[src/rtl/idle_wake_pkg.sv]
package idle_wake_pkg;
   typedef enum logic {ST_RUN = 1'b0, ST_IDLE = 1'b1} pwr_state_e;
   localparam int unsigned ADDR_MODE = 0;
   localparam int unsigned ADDR_CTRL = 1;
endpackage

[src/rtl/pwr_ctl_regs.sv]
module pwr_ctl_regs #(
   parameter int unsigned ADDR_W   = 2,
   parameter int unsigned DATA_W   = 8,
   parameter bit          MODE_RST = 1'b1
) (
   input  logic              clk,
   input  logic              rst_n,
   input  logic              src_rst,
   input  logic              wr_en,
   input  logic [ADDR_W-1:0] wr_addr,
   input  logic [DATA_W-1:0] wr_data,
   input  logic              running,
   input  logic              release_i,
   output logic              mode_sel,
   output logic              standby,
   output logic              gdis
);
   import idle_wake_pkg::*;

   logic unused_wr_hi;
   assign unused_wr_hi = ^wr_data[DATA_W-1:2];

   always_ff @(posedge clk or negedge rst_n) begin
      if (!rst_n) begin
         mode_sel <= MODE_RST;
         standby  <= 1'b0;
         gdis     <= 1'b0;
      end else if (src_rst) begin
         mode_sel <= MODE_RST;
         standby  <= 1'b0;
         gdis     <= 1'b0;
      end else begin
         if (release_i) standby <= 1'b0;
         if (wr_en && running) begin
            if (wr_addr == ADDR_W'(ADDR_MODE)) begin
               mode_sel <= wr_data[0];
            end else if (wr_addr == ADDR_W'(ADDR_CTRL)) begin
               gdis    <= wr_data[1];
               standby <= wr_data[0] & ~mode_sel;
            end
         end
      end
   end
endmodule

[src/rtl/wake_arbiter.sv]
module wake_arbiter #(
   parameter int unsigned N_IRQ    = 4,
   parameter int unsigned PRIO_W   = 3,
   parameter bit          TIE_LOW  = 1'b1,
   localparam int unsigned IDX_W   = $clog2(N_IRQ + 1)
) (
   input  logic                    gdis,
   input  logic [N_IRQ-1:0]        irq_req,
   input  logic [N_IRQ-1:0]        irq_mask,
   input  logic [N_IRQ*PRIO_W-1:0] irq_prio,
   input  logic                    in_service,
   input  logic [PRIO_W-1:0]       isr_level,
   input  logic                    nmi,
   output logic                    wake_evt,
   output logic                    take,
   output logic [IDX_W-1:0]        idx
);
   logic [N_IRQ-1:0]  elig;
   logic              best_vld;
   logic [PRIO_W-1:0] best_prio;
   logic [IDX_W-1:0]  best_idx;
   logic [PRIO_W-1:0] cur;

   for (genvar g = 0; g < N_IRQ; g++) begin : g_elig
      assign elig[g] = irq_req[g] & ~irq_mask[g] & ~gdis;
   end

   always_comb begin
      best_vld  = 1'b0;
      best_prio = '0;
      best_idx  = '0;
      cur       = '0;
      for (int i = 0; i < N_IRQ; i++) begin
         cur = irq_prio[i*PRIO_W +: PRIO_W];
         if (elig[i] && (!best_vld || cur > best_prio ||
                         (cur == best_prio && !TIE_LOW))) begin
            best_vld  = 1'b1;
            best_prio = cur;
            best_idx  = IDX_W'(i);
         end
      end
   end

   assign wake_evt = nmi | best_vld;
   assign take     = nmi | ~in_service | (best_prio > isr_level);
   assign idx      = nmi ? IDX_W'(N_IRQ) : best_idx;
endmodule

[src/rtl/clk_gate_seq.sv]
module clk_gate_seq #(
   parameter int unsigned IDX_W = 3
) (
   input  logic             clk,
   input  logic             rst_n,
   input  logic             src_rst,
   input  logic             standby,
   input  logic             mode_sel,
   input  logic             wake_evt,
   input  logic             take_in,
   input  logic [IDX_W-1:0] idx_in,
   output logic             idle_o,
   output logic             cpu_en,
   output logic             per_en,
   output logic             pulse,
   output logic             take_q,
   output logic [IDX_W-1:0] idx_q,
   output logic             release_o
);
   import idle_wake_pkg::*;

   pwr_state_e state;
   logic       pend;

   assign idle_o    = (state == ST_IDLE);
   assign release_o = (state == ST_IDLE) && pend;

   always_ff @(posedge clk or negedge rst_n) begin
      if (!rst_n) begin
         state  <= ST_RUN;
         pend   <= 1'b0;
         pulse  <= 1'b0;
         cpu_en <= 1'b1;
         per_en <= 1'b1;
         take_q <= 1'b0;
         idx_q  <= '0;
      end else if (src_rst) begin
         state  <= ST_RUN;
         pend   <= 1'b0;
         pulse  <= 1'b0;
         cpu_en <= 1'b1;
         per_en <= 1'b1;
      end else begin
         pulse <= 1'b0;
         case (state)
            ST_RUN: begin
               if (standby && !mode_sel) begin
                  state  <= ST_IDLE;
                  cpu_en <= 1'b0;
                  per_en <= 1'b0;
               end
            end
            default: begin
               if (pend) begin
                  state  <= ST_RUN;
                  pend   <= 1'b0;
                  pulse  <= 1'b1;
                  cpu_en <= 1'b1;
                  per_en <= 1'b1;
               end else if (wake_evt) begin
                  pend   <= 1'b1;
                  take_q <= take_in;
                  idx_q  <= idx_in;
               end
            end
         endcase
      end
   end
endmodule

[src/rtl/idle_wake_ctrl.sv]
module idle_wake_ctrl #(
   parameter int unsigned N_IRQ    = 4,
   parameter int unsigned PRIO_W   = 3,
   parameter int unsigned ADDR_W   = 2,
   parameter int unsigned DATA_W   = 8,
   parameter bit          TIE_LOW  = 1'b1,
   parameter bit          MODE_RST = 1'b1,
   localparam int unsigned IDX_W   = $clog2(N_IRQ + 1)
) (
   input  logic                    clk,
   input  logic                    rst_n,
   input  logic                    lvd_rst,
   input  logic                    poc_rst,
   input  logic                    wr_en,
   input  logic [ADDR_W-1:0]       wr_addr,
   input  logic [DATA_W-1:0]       wr_data,
   input  logic [N_IRQ-1:0]        irq_req,
   input  logic [N_IRQ-1:0]        irq_mask,
   input  logic [N_IRQ*PRIO_W-1:0] irq_prio,
   input  logic                    in_service,
   input  logic [PRIO_W-1:0]       isr_level,
   input  logic                    nmi,
   output logic                    cpu_clk_en,
   output logic                    per_clk_en,
   output logic                    ext_per_clk_en,
   output logic                    idle_state,
   output logic                    wake_pulse,
   output logic                    take_irq,
   output logic [IDX_W-1:0]        wake_idx
);
   if (N_IRQ < 1) begin : g_bad_nirq
      $error("N_IRQ must be at least 1");
   end
   if (PRIO_W < 1) begin : g_bad_prio
      $error("PRIO_W must be at least 1");
   end
   if (ADDR_W < 1 || DATA_W < 3) begin : g_bad_bus
      $error("ADDR_W must be >= 1 and DATA_W >= 3");
   end

   logic src_rst, mode_sel, standby, gdis, release_s;
   logic wake_evt, take_c;
   logic [IDX_W-1:0] idx_c;

   assign src_rst        = lvd_rst | poc_rst;
   assign ext_per_clk_en = 1'b1;

   pwr_ctl_regs #(.ADDR_W(ADDR_W), .DATA_W(DATA_W), .MODE_RST(MODE_RST)) u_regs (
      .clk(clk), .rst_n(rst_n), .src_rst(src_rst),
      .wr_en(wr_en), .wr_addr(wr_addr), .wr_data(wr_data),
      .running(~idle_state), .release_i(release_s),
      .mode_sel(mode_sel), .standby(standby), .gdis(gdis)
   );

   wake_arbiter #(.N_IRQ(N_IRQ), .PRIO_W(PRIO_W), .TIE_LOW(TIE_LOW)) u_arb (
      .gdis(gdis), .irq_req(irq_req), .irq_mask(irq_mask), .irq_prio(irq_prio),
      .in_service(in_service), .isr_level(isr_level), .nmi(nmi),
      .wake_evt(wake_evt), .take(take_c), .idx(idx_c)
   );

   clk_gate_seq #(.IDX_W(IDX_W)) u_seq (
      .clk(clk), .rst_n(rst_n), .src_rst(src_rst),
      .standby(standby), .mode_sel(mode_sel),
      .wake_evt(wake_evt), .take_in(take_c), .idx_in(idx_c),
      .idle_o(idle_state), .cpu_en(cpu_clk_en), .per_en(per_clk_en),
      .pulse(wake_pulse), .take_q(take_irq), .idx_q(wake_idx),
      .release_o(release_s)
   );
endmodule

[config.mk]
export PLATFORM = sky130hd
export DESIGN_NAME = idle_wake_ctrl
export DESIGN_NICKNAME = d
export VERILOG_FILES = /design/src/rtl/idle_wake_pkg.sv /design/src/rtl/pwr_ctl_regs.sv /design/src/rtl/wake_arbiter.sv /design/src/rtl/clk_gate_seq.sv /design/src/rtl/idle_wake_ctrl.sv
export SDC_FILE = /design/constraint.sdc
export NUM_CORES = 1
export LEC_CHECK = 0
export BUFFER_PORTS_ARGS = -buffer_cell sky130_fd_sc_hd__buf_2
export CAP_MARGIN = 20
export CORE_ASPECT_RATIO = 1.4
export CORE_MARGIN = 10
export CORE_UTILIZATION = 51
export DETAILED_ROUTE_END_ITERATION = 7
export PLACE_DENSITY_LB_ADDON = 0.08
export SYNTH_ARGS = -nofsm -noshare
export SYNTH_HDL_FRONTEND = slang
export SYNTH_SLANG_ARGS = --single-unit
[constraint.sdc]
create_clock -name clk -period 14.1 [get_ports clk]
set_input_delay 2.82 -clock clk [delete_from_list [all_inputs] [get_ports clk]]
set_output_delay 2.82 -clock clk [all_outputs]
set_load 0.01 [all_outputs]
# ---- Word level (Yosys, flattened, before mapping)
# Cells that the tools add are included.
dict set report classes {
  muxes 39
  n_eq_ne 3
  n_reduce_logical 23
  n_mul 0
  shifts 0
  bitwise_logic 23
  magnitude_cmp 4
  div_mod_pow 0
  addsub 0
}
# cell count
set ops {}
lappend ops {{1-bit 2-to-1 mux} 32}
lappend ops {{3-bit 2-to-1 mux} 5}
lappend ops {{3-bit greater-than comparator} 4}
lappend ops {{1-bit NOT} 10}
lappend ops {{1-bit AND} 9}
lappend ops {{2-bit nonzero test} 4}
lappend ops {{1-bit logical AND} 6}
lappend ops {{1-bit logical NOT} 4}
lappend ops {{2-bit 2-to-1 mux} 2}
lappend ops {{1-bit bitwise OR} 4}
lappend ops {{2-bit AND reduction} 2}
lappend ops {{4-bit AND reduction} 1}
lappend ops {{1-bit logical OR} 3}
lappend ops {{3-bit != test (second input constant)} 1}
lappend ops {{3-bit AND reduction} 1}
lappend ops {{3-bit nonzero test} 1}
lappend ops {{2-bit by 1-bit == test with 1-bit output (second input constant)} 1}
lappend ops {{2-bit logical NOT} 1}
lappend ops {{2-bit != test (second input constant)} 1}
dict set report word_totals {
  input_bits 40
  ramBits 0
  reg_bits 11
  output_inout_bits 9
  latch_bits 0
  rom_bits 0
  mem_count 0
}

# ---- Depth between registers and ports, before layout
dict set report logic_depth {
  depth_word 21
  mapped_depth 26
  ltp_nobuf 25
}

# ---- Hierarchy
# A second synthesis with hierarchy kept.
dict set report hier_totals {
  hier_cells 118
  area_unflattened_um2 1112.3
}
# module cells_per_inst seq_area_each_um2 n_inst area_per_inst_um2
set by_module_without_submodules {}
lappend by_module_without_submodules {wake_arbiter 76 0.0 1 565.5}
lappend by_module_without_submodules {clk_gate_seq 24 201.4 1 352.8}
lappend by_module_without_submodules {pwr_ctl_regs 14 76.3 1 172.7}
lappend by_module_without_submodules {idle_wake_ctrl 4 0.0 1 21.3}

# ---- Least setup slack after synthesis
# No wires, ideal clock.
dict set report synth_timing {
  kind {input-to-reg}
  start {in irq_mask[0]}
  end {reg u_seq.take_q}
  setup_ps 146
  stages 25
  arrival_ps 7052
  slack_ps 6902
  required_ps 13954
  cell_sequence {nor3b_2 -> nand2_1 -> ha_1 -> and3b_1 -> o21a_1 -> a21oi_1 -> a22oi_1 -> ha_1 -> and3b_1 -> o21ai_0 -> a21oi_1 -> a221o_1 -> o21ai_0 -> ha_1 -> a21oi_1 -> o21a_1 -> o22a_4 -> o21a_1 -> o2bb2ai_1 -> ha_1 -> nor2b_1 -> o21ai_0 -> a32oi_1 -> nor3b_1 -> o21ai_0}
}
dict set report synth_via {
  elab_chain_len 18
  elab_cells_between_ends 27
  cone_classes {order compare: 4; mux: 8; bitwise: 5; reduce/logical: 10}
}
# item line
set synth_rtl {}
lappend synth_rtl {{start: declaration} idle_wake_ctrl.sv:18} ;# input logic [N_IRQ-1:0] irq_mask,
lappend synth_rtl {{1-bit NOT *} wake_arbiter.sv:25} ;# assign elig[g] = irq_req[g] & ~irq_mask[g] & ~gdis;
lappend synth_rtl {{1-bit AND * (2 in series)} wake_arbiter.sv:25}
lappend synth_rtl {{3-bit 2-to-1 mux or 1-bit 2-to-1 mux (tied branches)} wake_arbiter.sv:35} ;# if (elig[i] && (!best_vld || cur > best_prio ||
lappend synth_rtl {{3-bit greater-than comparator or 1-bit logical NOT (tied branches)} wake_arbiter.sv:35}
lappend synth_rtl {{1-bit logical OR} wake_arbiter.sv:35}
lappend synth_rtl {{1-bit logical AND} wake_arbiter.sv:35}
lappend synth_rtl {{3-bit 2-to-1 mux or 1-bit 2-to-1 mux (tied branches)} wake_arbiter.sv:35}
lappend synth_rtl {{3-bit greater-than comparator or 1-bit logical NOT (tied branches)} wake_arbiter.sv:35}
lappend synth_rtl {{1-bit logical OR} wake_arbiter.sv:35}
lappend synth_rtl {{1-bit logical AND} wake_arbiter.sv:35}
lappend synth_rtl {{3-bit 2-to-1 mux or 1-bit 2-to-1 mux (tied branches)} wake_arbiter.sv:35}
lappend synth_rtl {{3-bit greater-than comparator or 1-bit logical NOT (tied branches)} wake_arbiter.sv:35}
lappend synth_rtl {{1-bit logical OR} wake_arbiter.sv:35}
lappend synth_rtl {{1-bit logical AND} wake_arbiter.sv:35}
lappend synth_rtl {{3-bit 2-to-1 mux or 1-bit 2-to-1 mux (tied branches)} wake_arbiter.sv:35}
lappend synth_rtl {{3-bit greater-than comparator or 1-bit bitwise OR (tied branches)} {wake_arbiter.sv:45, wake_arbiter.sv:44}}
lappend synth_rtl {{1-bit bitwise OR or 4-bit AND reduction (tied branches)} -}
lappend synth_rtl {{end signal: assignment} clk_gate_seq.sv:62} ;# take_q <= take_in;
lappend synth_rtl {{end: declaration} clk_gate_seq.sv:16} ;# output logic take_q,
# Mark *: on every way between the ends. The rest lies on a longest branch, timed or not.
# A chain may end at the register's enable or synchronous reset.

# ---- Final worst setup path
# Same ends and word-level chain as after synthesis.

==> results.cfg <==
[clock_network]
cts-resized-gates = 0
clk_pin_slew_ns = 0.07
htreeDepth = 1
cts_buffers = 3
cts_hold_buffers = 0
clkLatencyLatePin_ns = 0.27
cts_sinks = 11
cts_setup_buffers = 0
root_buffer = clkbuf_4
cts_tree = done
cts_buffer_depth = 2

[logic_synthesis]
yosysMostFrequentCell = ha_1
ys_ff_latch = 11
synthTopCellsByCount = ha_1, nand2_1, dfrtp_1, o21ai_0, inv_1
syn_inst = 121
synth_top_area_cell = dfrtp_1
yosysSeqAreaShare_pct = 25.1
synth_edf_count = 0
async_flop_share_pct = 100
netlist-cell-type-count = 45
synth_ff_type = dfrtp_1
yosysTopAreaCellShare_pct = 20.4
synth_fp_nets = 173
syn_area_mm2 = 0.00110
synth_warnings = 0
synth_area_leaders = dfrtp_1, ha_1, dfstp_2
synth.avg_cell_area_um2 = 9.13

[job]
maxCapViolCount = 0

[power]
p_leak_nw = 0.672
powerDensity_mw_per_mm2 = 64.5
vdd_drop_max_v = 0.0000600
p_total_mw = 0.0861

[placed_design]
portBuffers = 41
gp_congestion = 0.815
dp_hpwl_mm = 2.36
dpl_worst_slack_ns = 6.26
dp.cells = 180

[final_layout]
regArea_um2 = 278
multi_input_area_um2 = 771
drive_gt1_share_pct = 36.8
nFillCells = 191
area_delta_synth_final_pct = 21.0
fin_nets = 216
antennaDiodeCount = 0
final_cells = 184

[routing]
drc_errors = 0
wire_per_inst_um = 14.7
wl_mm = 2.71
detail_route.first_pass.iterations = 4
drtIter0Drc = 17
avgViaCountPerCell = 5.78
ant_nets = 0
vias = 1063

[sta]
hold_violations = 0
setup-tns-final_ns = 0
worst_clock_skew_ns = 0.00230
relSlewSlack_pct = 64.5
drv_slew = 0
setup_viol = 0
worst_slew_pin_slew_ns = 0.530
period_share_pct = 53.8
fin_crit_ns = 7.59
rsz0062_at_grt = false
worst_slack_ns = 6.51
max_freq_mhz = 132

[critical_path]
worstPathArrival_ns = 7.72
required_ns = 14.23
setup.worst_path.end_class = register
critPathMaxFanout = 8
critPathKind = input pin to register
crit_path_start_kind = input pin
slowest_stage = ha_1
max_stage_delay_ns = 0.32

[global_routing]
grt_pass1_vias = 1110
globalRouteOverflowTotal = 0
grt_pass1_wl_mm = 4.46
antenna_found_initial = 0
grt_start_max_net_pins = 12
grt_use_total_pct = 12.4

[floorplan]
ioPinCount = 49
dieWidth_um = 59.3
num_rows = 19
die_y_um = 75.1
initial_utilization_pct = 54.7
core_mm2 = 0.00202
die_area_mm2 = 0.00445

[outcome]
status = finished clean

[hold_path]
hold_class = register to register
logic make-up (layout without fill, tap and decap cells):
logic type      count (synthesis)  count (layout)  share of synthesized area, %
flops                          11              11                          25.1
mux                             3               3                          3.17
simple gates                   42              42                          23.7
other cells                     1               1                         0.339
buf+inv                        11              53                          5.10
fa+ha+maj                      12              12                          13.6
compound gates                 41              41                          29.0
power by group:
group / switching (mW) / internal, mW
clock network: 0.0111 / 0.0110
logic: 0.0164 / 0.0152
registers: 0.000355 / 0.0321
total: 0.0279 / 0.0583
area by class of cell:
class / count / share of cell area [%]
well taps: 21 / 1.97
clock buffers: 4 / 1.97
flip-flops and latches: 11 / 20.8
multi-input cells: 99 / 57.7
repair buffers: 41 / 15.4
inverters: 8 / 2.25
worst max-delay path: cells and delay by family:
kind | cells | cell delay, ns
and+or+nand+nor | 6 | 1.07
adders and majority gates | 4 | 1.17
buffers and inverters | 1 | 0.11
AOI/OAI and AO/OA | 15 | 2.55
placed cells by master (no fill, tap or decap), types with 2 or more instances in the layout:
cell / instances
a21oi_2: 2
a21o_1: 4
nor3_1: 2
mux2i_1: 2
inv_1: 8
o21a_1: 4
nand3b_1: 2
buf_2: 41
o21ai_0: 9
a22oi_1: 2
dfstp_2: 2
nor2_1: 5
a221o_1: 2
a21oi_1: 5
clkbuf_4: 3
and2_1: 2
ha_1: 12
or2_2: 2
and3b_1: 2
o2bb2ai_1: 2
nand2b_1: 4
nor3b_2: 2
nand3_1: 3
nand2_1: 11
dfrtp_1: 9
sequential cells by signal, summed over array words and instances (netlist names):
| register | count |
|---|---|
| u_seq.idx_q | 3 |
| u_seq.take_q | 1 |
| u_seq.idle_o | 1 |
| u_regs.mode_sel | 1 |
| u_regs.gdis | 1 |
| u_regs.standby | 1 |
| u_seq.pulse | 1 |
| u_seq.pend | 1 |
| u_seq.cpu_en | 1 |
routing by layer:
layer / global-route usage, % / up-vias / part of all wire (%)
li1: - / 534 / -
met1: 11.4 / 482 / 36
met2: 23.3 / 36 / 54
met3: 4.71 / 11 / 7.9
met4: 5.12 / 0 / 1.4
met5: 0 / - / 0
final timing paths:
check                                    startpoint                     endpoint  slack (ns)  cells after the start
setup / recovery                        irq_mask[0]     u_seq.take_q$_DFFE_PN0P_        6.51                     26
max in group asynchronous                     rst_n  u_regs.mode_sel$_DFFE_PN1P_       11.43                      1
hold reg to reg            u_seq.take_q$_DFFE_PN0P_     u_seq.take_q$_DFFE_PN0P_        0.49                      2
min in group asynchronous                     rst_n       u_seq.idle_o$_DFF_PN0_        2.40                      1
setup reg to reg            u_regs.gdis$_DFFE_PN0P_     u_seq.take_q$_DFFE_PN0P_        8.62                     25
hold / removal             u_seq.take_q$_DFFE_PN0P_     u_seq.take_q$_DFFE_PN0P_        0.49                      2
per-stage QoR:
stage	utilization [%]	cell area [µm²]	hold slack (ns)
6_report	66.1	1340	0.486
5_1_grt	66.1	1340	0.509
4_1_cts	66.1	1340	0.492
3_5_place_dp	64.8	1310	0.474
3_3_place_gp	64.8	1310	0.461
2_1_floorplan	-	1100	0.512
Note: power is estimated with default switching activity, not from simulation.
